==> config.mk <==
export PLATFORM = sky130hd
export DESIGN_NAME = tile_addr_seq
export DESIGN_NICKNAME = d
export VERILOG_FILES = /design/src/rtl/tas_pkg.sv /design/src/rtl/tas_walk.sv /design/src/rtl/tas_row_gen.sv /design/src/rtl/tas_swizzle.sv /design/src/rtl/tile_addr_seq.sv
export SDC_FILE = /design/constraint.sdc
export NUM_CORES = 2
export LEC_CHECK = 0
export BUFFER_PORTS_ARGS = -buffer_cell sky130_fd_sc_hd__buf_2
export CAP_MARGIN = 5
export CORE_UTILIZATION = 59
export CTS_BUF_LIST = sky130_fd_sc_hd__clkbuf_8
export DETAILED_ROUTE_END_ITERATION = 8
export PLACE_DENSITY = 0.79
export SETUP_SLACK_MARGIN = 0.4
export SLEW_MARGIN = 15
export SYNTH_ARGS = -nofsm -noshare
export SYNTH_HDL_FRONTEND = slang
export SYNTH_HIERARCHICAL = 1
export SYNTH_SLANG_ARGS = --single-unit
export TNS_END_PERCENT = 10
==> constraint.sdc <==
create_clock -name clk_i -period 8.75 [get_ports clk_i]
set_input_delay 1.3125 -clock clk_i [delete_from_list [all_inputs] [get_ports clk_i]]
set_output_delay 1.3125 -clock clk_i [all_outputs]
set_load 0.02 [all_outputs]
==> src/rtl/tas_pkg.sv <==
package tas_pkg;

  typedef enum logic {ST_IDLE, ST_RUN} tas_state_e;

  // each y bit fills an (odd, even) bit pair
  function automatic logic [7:0] dup_bits(logic [3:0] v);
    logic [7:0] r;
    for (int i = 0; i < 4; i++) begin
      r[2*i]   = v[i];
      r[2*i+1] = v[i];
    end
    return r;
  endfunction

  // x bits go to even positions
  function automatic logic [7:0] spread_bits(logic [3:0] v);
    logic [7:0] r;
    r = '0;
    for (int i = 0; i < 4; i++) r[2*i] = v[i];
    return r;
  endfunction

endpackage

==> src/rtl/tas_walk.sv <==
module tas_walk
  import tas_pkg::*;
#(
  parameter int CW = 16
) (
  input  logic          clk_i,
  input  logic          rst_ni,
  input  logic          start_i,
  input  logic [CW-1:0] width_i,
  input  logic [CW-1:0] height_i,
  input  logic          cmp_i,
  input  logic          ready_i,
  output logic          valid_o,
  output logic          fire_o,
  output logic          eol_o,
  output logic          last_o,
  output logic          done_o,
  output logic          load_o,
  output logic [CW-1:0] col_o
);

  tas_state_e    state_q;
  logic [CW-1:0] col_q, row_q, w_q, h_q;
  logic [CW-1:0] w_eff, h_eff, w_blk, h_blk;
  logic          done_q, zero, idle, last_row;

  // ceil(n/4) without losing the carry at full width
  assign w_blk = (width_i >> 2) + CW'(|width_i[1:0]);
  assign h_blk = (height_i >> 2) + CW'(|height_i[1:0]);
  assign w_eff = cmp_i ? w_blk : width_i;
  assign h_eff = cmp_i ? h_blk : height_i;
  assign zero  = (w_eff == '0) || (h_eff == '0);
  assign idle  = (state_q == ST_IDLE);

  assign load_o   = start_i && idle && !zero;
  assign valid_o  = (state_q == ST_RUN);
  assign fire_o   = valid_o && ready_i;
  assign eol_o    = (col_q == w_q - CW'(1));
  assign last_row = (row_q == h_q - CW'(1));
  assign last_o   = valid_o && eol_o && last_row;
  assign done_o   = done_q;
  assign col_o    = col_q;

  always_ff @(posedge clk_i or negedge rst_ni) begin
    if (!rst_ni) begin
      state_q <= ST_IDLE;
      col_q   <= '0;
      row_q   <= '0;
      w_q     <= '0;
      h_q     <= '0;
      done_q  <= 1'b0;
    end else begin
      done_q <= 1'b0;
      if (start_i && idle) begin
        if (zero) begin
          done_q <= 1'b1;
        end else begin
          state_q <= ST_RUN;
          col_q   <= '0;
          row_q   <= '0;
          w_q     <= w_eff;
          h_q     <= h_eff;
        end
      end else if (fire_o) begin
        if (eol_o) begin
          col_q <= '0;
          if (last_row) begin
            state_q <= ST_IDLE;
            done_q  <= 1'b1;
          end else begin
            row_q <= row_q + CW'(1);
          end
        end else begin
          col_q <= col_q + CW'(1);
        end
      end
    end
  end

  a_r11_empty_done: assert property (@(posedge clk_i) disable iff (!rst_ni)
    start_i && idle && zero |=> done_o && !valid_o);

  a_r12_start_ignored: assert property (@(posedge clk_i) disable iff (!rst_ni)
    start_i && valid_o && !ready_i |=> valid_o && $stable(col_q) && $stable(row_q));

  a_r10_done_idle: assert property (@(posedge clk_i) disable iff (!rst_ni)
    done_o |-> !valid_o);

  a_r9_last_ends: assert property (@(posedge clk_i) disable iff (!rst_ni)
    fire_o && last_o |=> done_o && !valid_o);

endmodule

==> src/rtl/tas_row_gen.sv <==
module tas_row_gen
  import tas_pkg::*;
#(
  parameter int CW = 16,
  parameter int SW = 32,
  parameter int AW = 32
) (
  input  logic          clk_i,
  input  logic          rst_ni,
  input  logic          load_i,
  input  logic          adv_i,
  input  logic [CW-1:0] org_y_i,
  input  logic [SW-1:0] tile_stride_i,
  input  logic [SW-1:0] lin_stride_i,
  input  logic          cmp_i,
  output logic [7:0]    yterm_o,
  output logic [AW-1:0] tbase_o,
  output logic [AW-1:0] lbase_o
);

  logic [CW-1:0] y_q, y_nxt, y_al;
  logic [SW-1:0] tstr_q, lstr_q;
  logic          cmp_q, wrap;
  logic [7:0]    yterm_q;
  logic [AW-1:0] tbase_q, lbase_q, tstep;

  assign y_al  = cmp_i ? (org_y_i & ~CW'(3)) : (org_y_i & ~CW'(15));
  assign y_nxt = y_q + CW'(1);
  assign wrap  = cmp_q ? (y_q[1:0] == 2'b11) : (y_q[3:0] == 4'hf);
  // one tile row = tile height element rows
  assign tstep = cmp_q ? (AW'(tstr_q) << 2) : (AW'(tstr_q) << 4);

  always_ff @(posedge clk_i or negedge rst_ni) begin
    if (!rst_ni) begin
      y_q     <= '0;
      tstr_q  <= '0;
      lstr_q  <= '0;
      cmp_q   <= 1'b0;
      yterm_q <= '0;
      tbase_q <= '0;
      lbase_q <= '0;
    end else if (load_i) begin
      y_q     <= org_y_i;
      tstr_q  <= tile_stride_i;
      lstr_q  <= lin_stride_i;
      cmp_q   <= cmp_i;
      yterm_q <= dup_bits(cmp_i ? {2'b00, org_y_i[1:0]} : org_y_i[3:0]);
      tbase_q <= AW'(y_al) * AW'(tile_stride_i);
      lbase_q <= '0;
    end else if (adv_i) begin
      y_q     <= y_nxt;
      yterm_q <= dup_bits(cmp_q ? {2'b00, y_nxt[1:0]} : y_nxt[3:0]);
      lbase_q <= lbase_q + AW'(lstr_q);
      if (wrap) tbase_q <= tbase_q + tstep;
    end
  end

  assign yterm_o = yterm_q;
  assign tbase_o = tbase_q;
  assign lbase_o = lbase_q;

  a_r3_base_in_tile: assert property (@(posedge clk_i) disable iff (!rst_ni)
    adv_i && !load_i && !wrap |=> $stable(tbase_q));

  a_r6_narrow_yterm: assert property (@(posedge clk_i) disable iff (!rst_ni)
    cmp_q && !load_i |-> yterm_q[7:4] == 4'h0);

endmodule

==> src/rtl/tas_swizzle.sv <==
module tas_swizzle
  import tas_pkg::*;
#(
  parameter int CW     = 16,
  parameter int AW     = 32,
  parameter bit CMP_EN = 1'b1
) (
  input  logic [CW-1:0] x_i,
  input  logic [7:0]    yterm_i,
  input  logic          cmp_i,
  input  logic [2:0]    shift_i,
  input  logic [AW-1:0] tbase_i,
  output logic [AW-1:0] addr_o
);

  logic [AW-1:0] elem_n, elem;
  logic [7:0]    idx_n;

  assign idx_n  = yterm_i ^ spread_bits(x_i[3:0]);
  assign elem_n = (AW'(x_i >> 4) << 8) | AW'(idx_n);

  generate
    if (CMP_EN) begin : g_cmp
      logic [7:0]    sp_c;
      logic [3:0]    idx_c;
      logic [AW-1:0] elem_c;
      assign sp_c   = spread_bits({2'b00, x_i[1:0]});
      assign idx_c  = yterm_i[3:0] ^ sp_c[3:0];
      assign elem_c = (AW'(x_i >> 2) << 4) | AW'(idx_c);
      assign elem   = cmp_i ? elem_c : elem_n;
    end else begin : g_plain
      logic unused_cmp;
      assign unused_cmp = cmp_i;
      assign elem = elem_n;
    end
  endgenerate

  assign addr_o = tbase_i + (elem << shift_i);

endmodule

==> src/rtl/tile_addr_seq.sv <==
module tile_addr_seq
  import tas_pkg::*;
#(
  parameter int CW     = 16,
  parameter int SW     = 32,
  parameter int AW     = 32,
  parameter bit CMP_EN = 1'b1
) (
  input  logic          clk_i,
  input  logic          rst_ni,
  input  logic          start_i,
  input  logic [CW-1:0] org_x_i,
  input  logic [CW-1:0] org_y_i,
  input  logic [CW-1:0] width_i,
  input  logic [CW-1:0] height_i,
  input  logic [SW-1:0] tile_stride_i,
  input  logic [SW-1:0] lin_stride_i,
  input  logic [2:0]    bpp_shift_i,
  input  logic          cmp_mode_i,
  input  logic          store_i,
  output logic          valid_o,
  input  logic          ready_i,
  output logic [AW-1:0] tile_addr_o,
  output logic [AW-1:0] lin_addr_o,
  output logic          last_o,
  output logic          store_o,
  output logic          done_o
);

  logic          fire, eol, load, cmp_in;
  logic [CW-1:0] col, org_x_q, cur_x;
  logic [2:0]    shift_q;
  logic          store_q, cmp_q;
  logic [7:0]    yterm;
  logic [AW-1:0] tbase, lbase;

  assign cmp_in = CMP_EN && cmp_mode_i;

  tas_walk #(.CW(CW)) u_walk (
    .clk_i    (clk_i),
    .rst_ni   (rst_ni),
    .start_i  (start_i),
    .width_i  (width_i),
    .height_i (height_i),
    .cmp_i    (cmp_in),
    .ready_i  (ready_i),
    .valid_o  (valid_o),
    .fire_o   (fire),
    .eol_o    (eol),
    .last_o   (last_o),
    .done_o   (done_o),
    .load_o   (load),
    .col_o    (col)
  );

  tas_row_gen #(.CW(CW), .SW(SW), .AW(AW)) u_row (
    .clk_i         (clk_i),
    .rst_ni        (rst_ni),
    .load_i        (load),
    .adv_i         (fire && eol),
    .org_y_i       (org_y_i),
    .tile_stride_i (tile_stride_i),
    .lin_stride_i  (lin_stride_i),
    .cmp_i         (cmp_in),
    .yterm_o       (yterm),
    .tbase_o       (tbase),
    .lbase_o       (lbase)
  );

  always_ff @(posedge clk_i or negedge rst_ni) begin
    if (!rst_ni) begin
      org_x_q <= '0;
      shift_q <= '0;
      store_q <= 1'b0;
      cmp_q   <= 1'b0;
    end else if (load) begin
      org_x_q <= org_x_i;
      shift_q <= bpp_shift_i;
      store_q <= store_i;
      cmp_q   <= cmp_in;
    end
  end

  assign cur_x = org_x_q + col;

  tas_swizzle #(.CW(CW), .AW(AW), .CMP_EN(CMP_EN)) u_swz (
    .x_i     (cur_x),
    .yterm_i (yterm),
    .cmp_i   (cmp_q),
    .shift_i (shift_q),
    .tbase_i (tbase),
    .addr_o  (tile_addr_o)
  );

  assign lin_addr_o = lbase + (AW'(col) << shift_q);
  assign store_o    = store_q;

  a_r8_stall_hold: assert property (@(posedge clk_i) disable iff (!rst_ni)
    valid_o && !ready_i |=> valid_o && $stable(tile_addr_o) && $stable(lin_addr_o) && $stable(last_o));

  a_r5_first_lin_zero: assert property (@(posedge clk_i) disable iff (!rst_ni)
    $rose(valid_o) |-> lin_addr_o == '0);

  a_r14_dir_hold: assert property (@(posedge clk_i) disable iff (!rst_ni)
    valid_o && !fire |=> $stable(store_o));

  a_r1_start_valid: assert property (@(posedge clk_i) disable iff (!rst_ni)
    load |=> valid_o);

endmodule

Word-level counts from Yosys, hierarchy flattened:

Index checks and enable logic that the tools add are counted.

* input port bits: 137
* register bits after elaboration: 237
* output and inout bits: 68
* logic and storage cells: 100

* mux-type cells: 35
* $mul: 1
* eq/ne operators: 6
* reduce and logical (&&, ||, !) cells: 22
* add/sub/neg operators: 12
* bitwise gates (word level): 6
* shift-type cells: 2

Operators with widths (count)
* $mux 32: 7
* $mux 16: 12
* $add 32x32->32: 4
* $add 16x1->16 const B: 3
* $eq 16x16->1: 2
* $logic_not 16->1: 2
* $mul 16x32->32: 1
* $shl 16x3->32: 1
* $shl 32x3->32: 1
* $sub 16x1->16 const B: 2
* $add 14x1->15: 2
* $or 20x8->20: 1
* $or 18x4->18: 1
* $add 16x16->16: 1
* $mux 8: 2
* $mux 4: 3
* $mux 1: 11
* $reduce_bool 2->1: 5
* $reduce_and 4->1: 2
* $xor 8x7->8: 1
* $logic_and 1x1->1: 6
* $reduce_and 2->1: 3
* $eq 4x4->1 const B: 1
* $ne 2x2->1 const B: 2
* other kinds (6): 8

Longest topological paths before layout:

* depth in word-level cells: 9
* depth in mapped cells: 25
* mapped depth without buffers: 24

By module:

The synthesis kept the hierarchy.

Modules (own cells, without submodules)
* tas_row_gen: area an instance 19068.3 um2, cells each 2094, sequential area each 3278.1 um2, instances 1
* tas_walk: area an instance 5450.2 um2, cells each 677, sequential area each 1651.6 um2, instances 1
* tile_addr_seq: area an instance 3575.9 um2, cells each 454, sequential area each 525.5 um2, instances 1
* tas_swizzle: area an instance 2503.7 um2, cells each 339, sequential area each 0.0 um2, instances 1

Worst setup path after synthesis:

OpenSTA, ideal clock, no wires.

* path type: input port to flip-flop
* from: input port org_y_i[12]
* to: register u_row.tbase_q[28], in the netlist u_row/tbase_o[28]
* required time: 8626 ps
* stages on the path: 22
* arrival: 6919 ps
* path slack: 1708 ps
* library setup time: 124 ps
* buffers on the path: 2
* cells stage by stage: clkbuf_1 -> clkbuf_1 -> nand2_1 -> fa_1 -> inv_1 -> fa_1 -> fa_1 -> fa_1 -> fa_1 -> inv_1 -> fa_1 -> inv_1 -> ha_1 -> o21a_1 -> o2111ai_1 -> a21oi_1 -> o211ai_1 -> a32oi_1 -> a21o_1 -> nand4_1 -> and3_1 -> o31a_1

* cells in the longest elaborated chain, start to end: 2

Ends and longest elaborated chain
* from (decl): line tile_addr_seq.sv:13 `input logic [CW-1:0] org_y_i,`
* $mul 16x32->32: line tas_row_gen.sv:48 `tbase_q <= AW'(y_al) * AW'(tile_stride_i);`
* $mux 32: line tas_row_gen.sv:42 `end else if (load_i) begin`
* to (signal assigned): line tas_row_gen.sv:48
* to (signal assigned): line tas_row_gen.sv:54 `if (wrap) tbase_q <= tbase_q + tstep;`
* to (decl): line tas_row_gen.sv:25 `logic [AW-1:0] tbase_q, lbase_q, tstep;`

No other way between the ends.
A chain may end at the register's enable or synchronous reset.

Worst setup path after layout:

* from: register u_walk.col_q[0], in the netlist u_walk/col_o[0]
* to: output port tile_addr_o[24]

* elaborated cells between the ends (all ways): 8
* those cells by class: 2 x add/sub; 1 x shift; 1 x mux; 4 x bitwise

RTL lines
* from (decl): line tas_walk.sv:23 `logic [CW-1:0] col_q, row_q, w_q, h_q;`
* from (signal assigned): line tas_walk.sv:74 `col_q <= col_q + CW'(1);`
* $add 16x16->16 *: line tile_addr_seq.sv:84 `assign cur_x = org_x_q + col;`
* net cur_x[14]: line tile_addr_seq.sv:31 `logic [CW-1:0] col, org_x_q, cur_x;`
* $or 18x4->18 / $or 20x8->20 (equally long branches): line tas_swizzle.sv:29, tas_swizzle.sv:20
* $mux 32 *: line tas_swizzle.sv:30 `assign elem = cmp_i ? elem_c : elem_n;`
* $shl 32x3->32 *: line tas_swizzle.sv:38 `assign addr_o = tbase_i + (elem << shift_i);`
* $add 32x32->32 *: line tas_swizzle.sv:38
* to (decl): line tile_addr_seq.sv:23 `output logic [AW-1:0] tile_addr_o,`

The timed path passes the listed nets; every way through them passes the cells marked *.

==> impl_metrics.py <==
metrics = {
    "run_status": {
        "status": "finished clean",
    },
    "timing": {
        "relSlewSlack_pct": 29.5,
        "period_share_pct": 85.8,
        "timing.setup.tns_ns": 0,
        "min_period_ns": 7.51,
        "setup_viol": 0,
        "tightest_slew_ns": 1.06,
        "final.setup_skew_ns": 0.0192,
        "hold_viol_final": 0,
        "drv_slew": 0,
        "fmax_mhz": 133,
        "rsz0062_at_grt": "no",
    },
    "placed_design": {
        "dp.cells": 4282,
        "io_buffers": 202,
        "dpl_cell_area_sq_mm": 0.0319,
        "routabilityCongestion": 0.917,
        "dpl.hpwl_um": 58800,
    },
    "finish": {
        "nFillCells": 4421,
        "postLayoutCoreUtil_pct": 63.7,
        "post-route-cell-area_sq_mm": 0.0327,
        "fin_nets": 4275,
        "instances_no_fill": 4355,
        "area_growth_syn_to_layout_pct": 6.79,
        "drive_gt1_share_pct": 12.9,
    },
    "setup_path": {
        "worstSetupEndpointType": "output pin",
        "cp.arrival_ns": 6.20,
        "critPathLaunchType": "flip-flop",
        "required_ns": 7.44,
        "crit_path_max_fanout": 8,
        "worst-setup-path-type": "flip-flop to output pin",
    },
    "clock_tree": {
        "numCtsBuffers": 39,
        "cts_root_buf": "clkbuf_8",
        "cts_max_path_buffers": 3,
        "cts_tree": "built",
        "post_cts_buffers": 0,
        "cts.sinks": 218,
        "cts-resized-gates": 0,
        "hold_buffers": 0,
        "htreeDepth": 2,
        "clock_latency_ns": 0.58,
        "clk_pin_slew_ns": 0.06,
    },
    "job": {
        "maxCapViolCount": 0,
    },
    "global_route": {
        "overflow": 0,
        "grt_start_max_net_pins": 117,
        "grt_pass1_vias": 25515,
        "track_usage_pct": 29.7,
        "grt_first_pass_wirelength_um": 129000,
        "grt_antenna_before_repair": 3,
    },
    "logic_synthesis": {
        "yosysUniqueCellTypes": 109,
        "synth_area_sq_mm": 0.0306,
        "ys_async_sr_fraction_pct": 100,
        "yosysWarnings": 6,
        "synth_edf_count": 0,
        "yosys_register_bits": 218,
        "avgSynthCellArea_sq_um": 8.59,
        "synth_cells": 3564,
        "synthFlopType": "dfrtp_1",
        "ys_seq_area_share_pct": 17.8,
    },
    "routing": {
        "ant_nets": 0,
        "drt-total-wl_um": 78500,
        "viasPerCell": 5.99,
        "drc_errors": 0,
        "dr.pass1.iters": 8,
        "vias": 26093,
        "drt_iter0_markers": 1918,
        "wl_per_cell_um": 18.0,
    },
    "power": {
        "power_density_mw_per_mm2": 391,
        "ir_worst_vdd_v": 0.000404,
        "fin_total_pwr_uw": 12800,
        "p_leak_uw": 0.0159,
    },
    "floorplan": {
        "core_sq_mm": 0.0513,
        "num_rows": 83,
        "ios": 205,
        "die_w_um": 230,
        "start_util_pct": 59.6,
        "die_h_um": 230,
        "die-area_sq_mm": 0.0528,
    },
    "hold_path": {
        "min_path_type": "flip-flop to flip-flop",
    },
}
## Yosys cell counts, types with 9 or more instances
library cell / number / share of area, %
mux2i_1: 86 / 2.8
or4_1: 16 / 0.39
nand3_1: 76 / 1.2
o21ai_0: 117 / 1.9
o22a_1: 13 / 0.37
nor2_1: 182 / 2.2
nand3b_1: 14 / 0.34
nand2b_1: 38 / 0.78
a21oi_1: 180 / 2.9
nand2_1: 376 / 4.6
mux2_2: 134 / 4.9
o21a_1: 22 / 0.54
o31ai_1: 9 / 0.22
nor3_1: 49 / 0.80
dfrtp_1: 218 / 18
and2_1: 133 / 2.7
o211ai_1: 29 / 0.71
buf_1: 21 / 0.26
xnor2_1: 134 / 3.8
mux4_2: 9 / 0.66
nor2b_1: 24 / 0.49
xor2_1: 67 / 1.9
o21ai_1: 25 / 0.41
nor4_1: 19 / 0.39
o21bai_1: 20 / 0.49
and3_1: 94 / 1.9
a31oi_1: 44 / 0.90
buf_4: 10 / 0.25
inv_1: 422 / 5.2
a211oi_1: 30 / 0.74
a22o_1: 10 / 0.29
buf_2: 17 / 0.28
fa_1: 253 / 17
a21o_1: 52 / 1.3
clkbuf_1: 127 / 1.6
or3_1: 16 / 0.33
nand4_1: 35 / 0.72
ha_1: 242 / 9.9
## critical path, stage by stage, from the launching register on
cell       delay, ns
dfrtp_1         0.59
ha_1            0.24
inv_1           0.05
fa_1            0.39
nor2b_1         0.15
o31a_1          0.20
nor2_1          0.06
o21ai_1         0.28
a21oi_1         0.10
or3b_1          0.42
mux2i_1         0.19
mux2_2          0.19
o21ai_0         0.14
nor2_1          0.16
a31oi_1         0.06
ha_1            0.43
nand4_2         0.17
a2111oi_2       0.29
a21boi_2        0.29
o31ai_1         0.16
or2_1           0.30
nand2_1         0.08
a21oi_1         0.08
xnor2_1         0.32
buf_2           0.24
## layer usage
| layer | vias up | global-route usage (%) | wire, um |
|---|---|---|---|
| met3 | 125 | 3.73 | 4640 |
| li1 | 12375 | - | - |
| met4 | 0 | 9.38 | 2060 |
| met5 | - | 0 | 0 |
| met1 | 12740 | 40.9 | 34700 |
| met2 | 853 | 48.9 | 37000 |
## report_power, final
group | switching [uW] | leakage [uW] | internal, uW
logic | 5980 | 0.0127 | 4100
registers | 385 | 0.00271 | 1290
clock network | 465 | 0.000462 | 554
total | 6830 | 0.0159 | 5950
## registers in the layout (all words and copies together) (netlist names)
| name | flops |
|---|---|
| u_row/lbase_o | 32 |
| u_row/cmp_q | 1 |
| u_row/lstr_q | 32 |
| u_walk/row_q | 16 |
| u_walk/h_q | 16 |
| shift_q | 3 |
| u_walk/valid_o | 1 |
| u_row/y_q | 4 |
| u_row/yterm_o | 2 |
| org_x_q | 16 |
| store_o | 1 |
| u_walk/done_o | 1 |
| u_row/tstr_q | 30 |
| u_walk/col_o | 16 |
| u_walk/w_q | 16 |
| cmp_q | 1 |
| u_row/tbase_o | 30 |
## final timing paths
kind / from / to / slack, ns / cells past startpoint
worst max-delay path: u_walk/col_o[0]$_DFFE_PN0P_ / tile_addr_o[24] / 1.24 / 24
worst min-delay path: store_o$_DFFE_PN0P_ / store_o$_DFFE_PN0P_ / 0.51 / 1
worst max register to register: u_walk/valid_o$_DFFE_PN0P_ / u_row/tbase_o[30]$_DFFE_PN0P_ / 4.24 / 7
worst min register to register: store_o$_DFFE_PN0P_ / store_o$_DFFE_PN0P_ / 0.51 / 1
max in group asynchronous: rst_ni / u_walk/h_q[0]$_DFFE_PN0P_ / 6.49 / 2
min in group asynchronous: rst_ni / u_row/lstr_q[29]$_DFFE_PN0P_ / 0.80 / 1
## metrics by stage
stage                     hold WS (ns)  setup WS, ns
after CTS                        0.508          1.26
final                            0.508          1.24
after global routing             0.525         0.780
after global placement           0.484          1.20
after detailed placement         0.494          1.10
after floorplan                  0.475          1.71
## area by class of cell
type	count	area, sq um	area share (%)
Clock buffer	44	606	1.85
Sequential cell	218	5460	16.7
Inverter	426	1600	4.91
Antenna cell	1	2.50	0.00766
Multi-Input combinational cell	2743	22800	69.8
Clock inverter	28	208	0.636
Timing Repair Buffer	215	1130	3.47
Tap cell	680	851	2.60
## logic make-up (layout without fill, tap and decap cells)
| logic type | after synthesis | after routing | synth area share (%) |
|---|---|---|---|
| compound gates | 685 | 685 | 15.1 |
| xor+xnor | 201 | 201 | 5.75 |
| fa+ha+maj | 496 | 496 | 26.5 |
| buf+inv | 604 | 713 | 7.65 |
| flops | 218 | 218 | 17.8 |
| mux | 231 | 231 | 8.51 |
| other cells | 1 | 3 | 0.0123 |
| simple gates | 1128 | 1128 | 18.7 |
## cell usage in the layout (no fill, tap or decap), types with 22 or more instances in the layout
cell / count
xor2_1: 67
a31oi_1: 44
o21ai_1: 25
nor2_1: 182
nand2_1: 376
a21oi_1: 180
and2_1: 132
dfrtp_1: 215
and3_1: 94
nor2b_1: 24
buf_2: 200
a211oi_1: 30
nor3_1: 49
a21o_1: 52
mux2i_1: 86
mux2_2: 134
ha_1: 242
fa_1: 253
xnor2_1: 134
clkbuf_8: 44
nand3_1: 76
o21a_1: 22
nand2b_1: 38
nand4_1: 35
o21ai_0: 117
inv_1: 434
o211ai_1: 29
No activity file was read; power rests on OpenSTA's default activity.
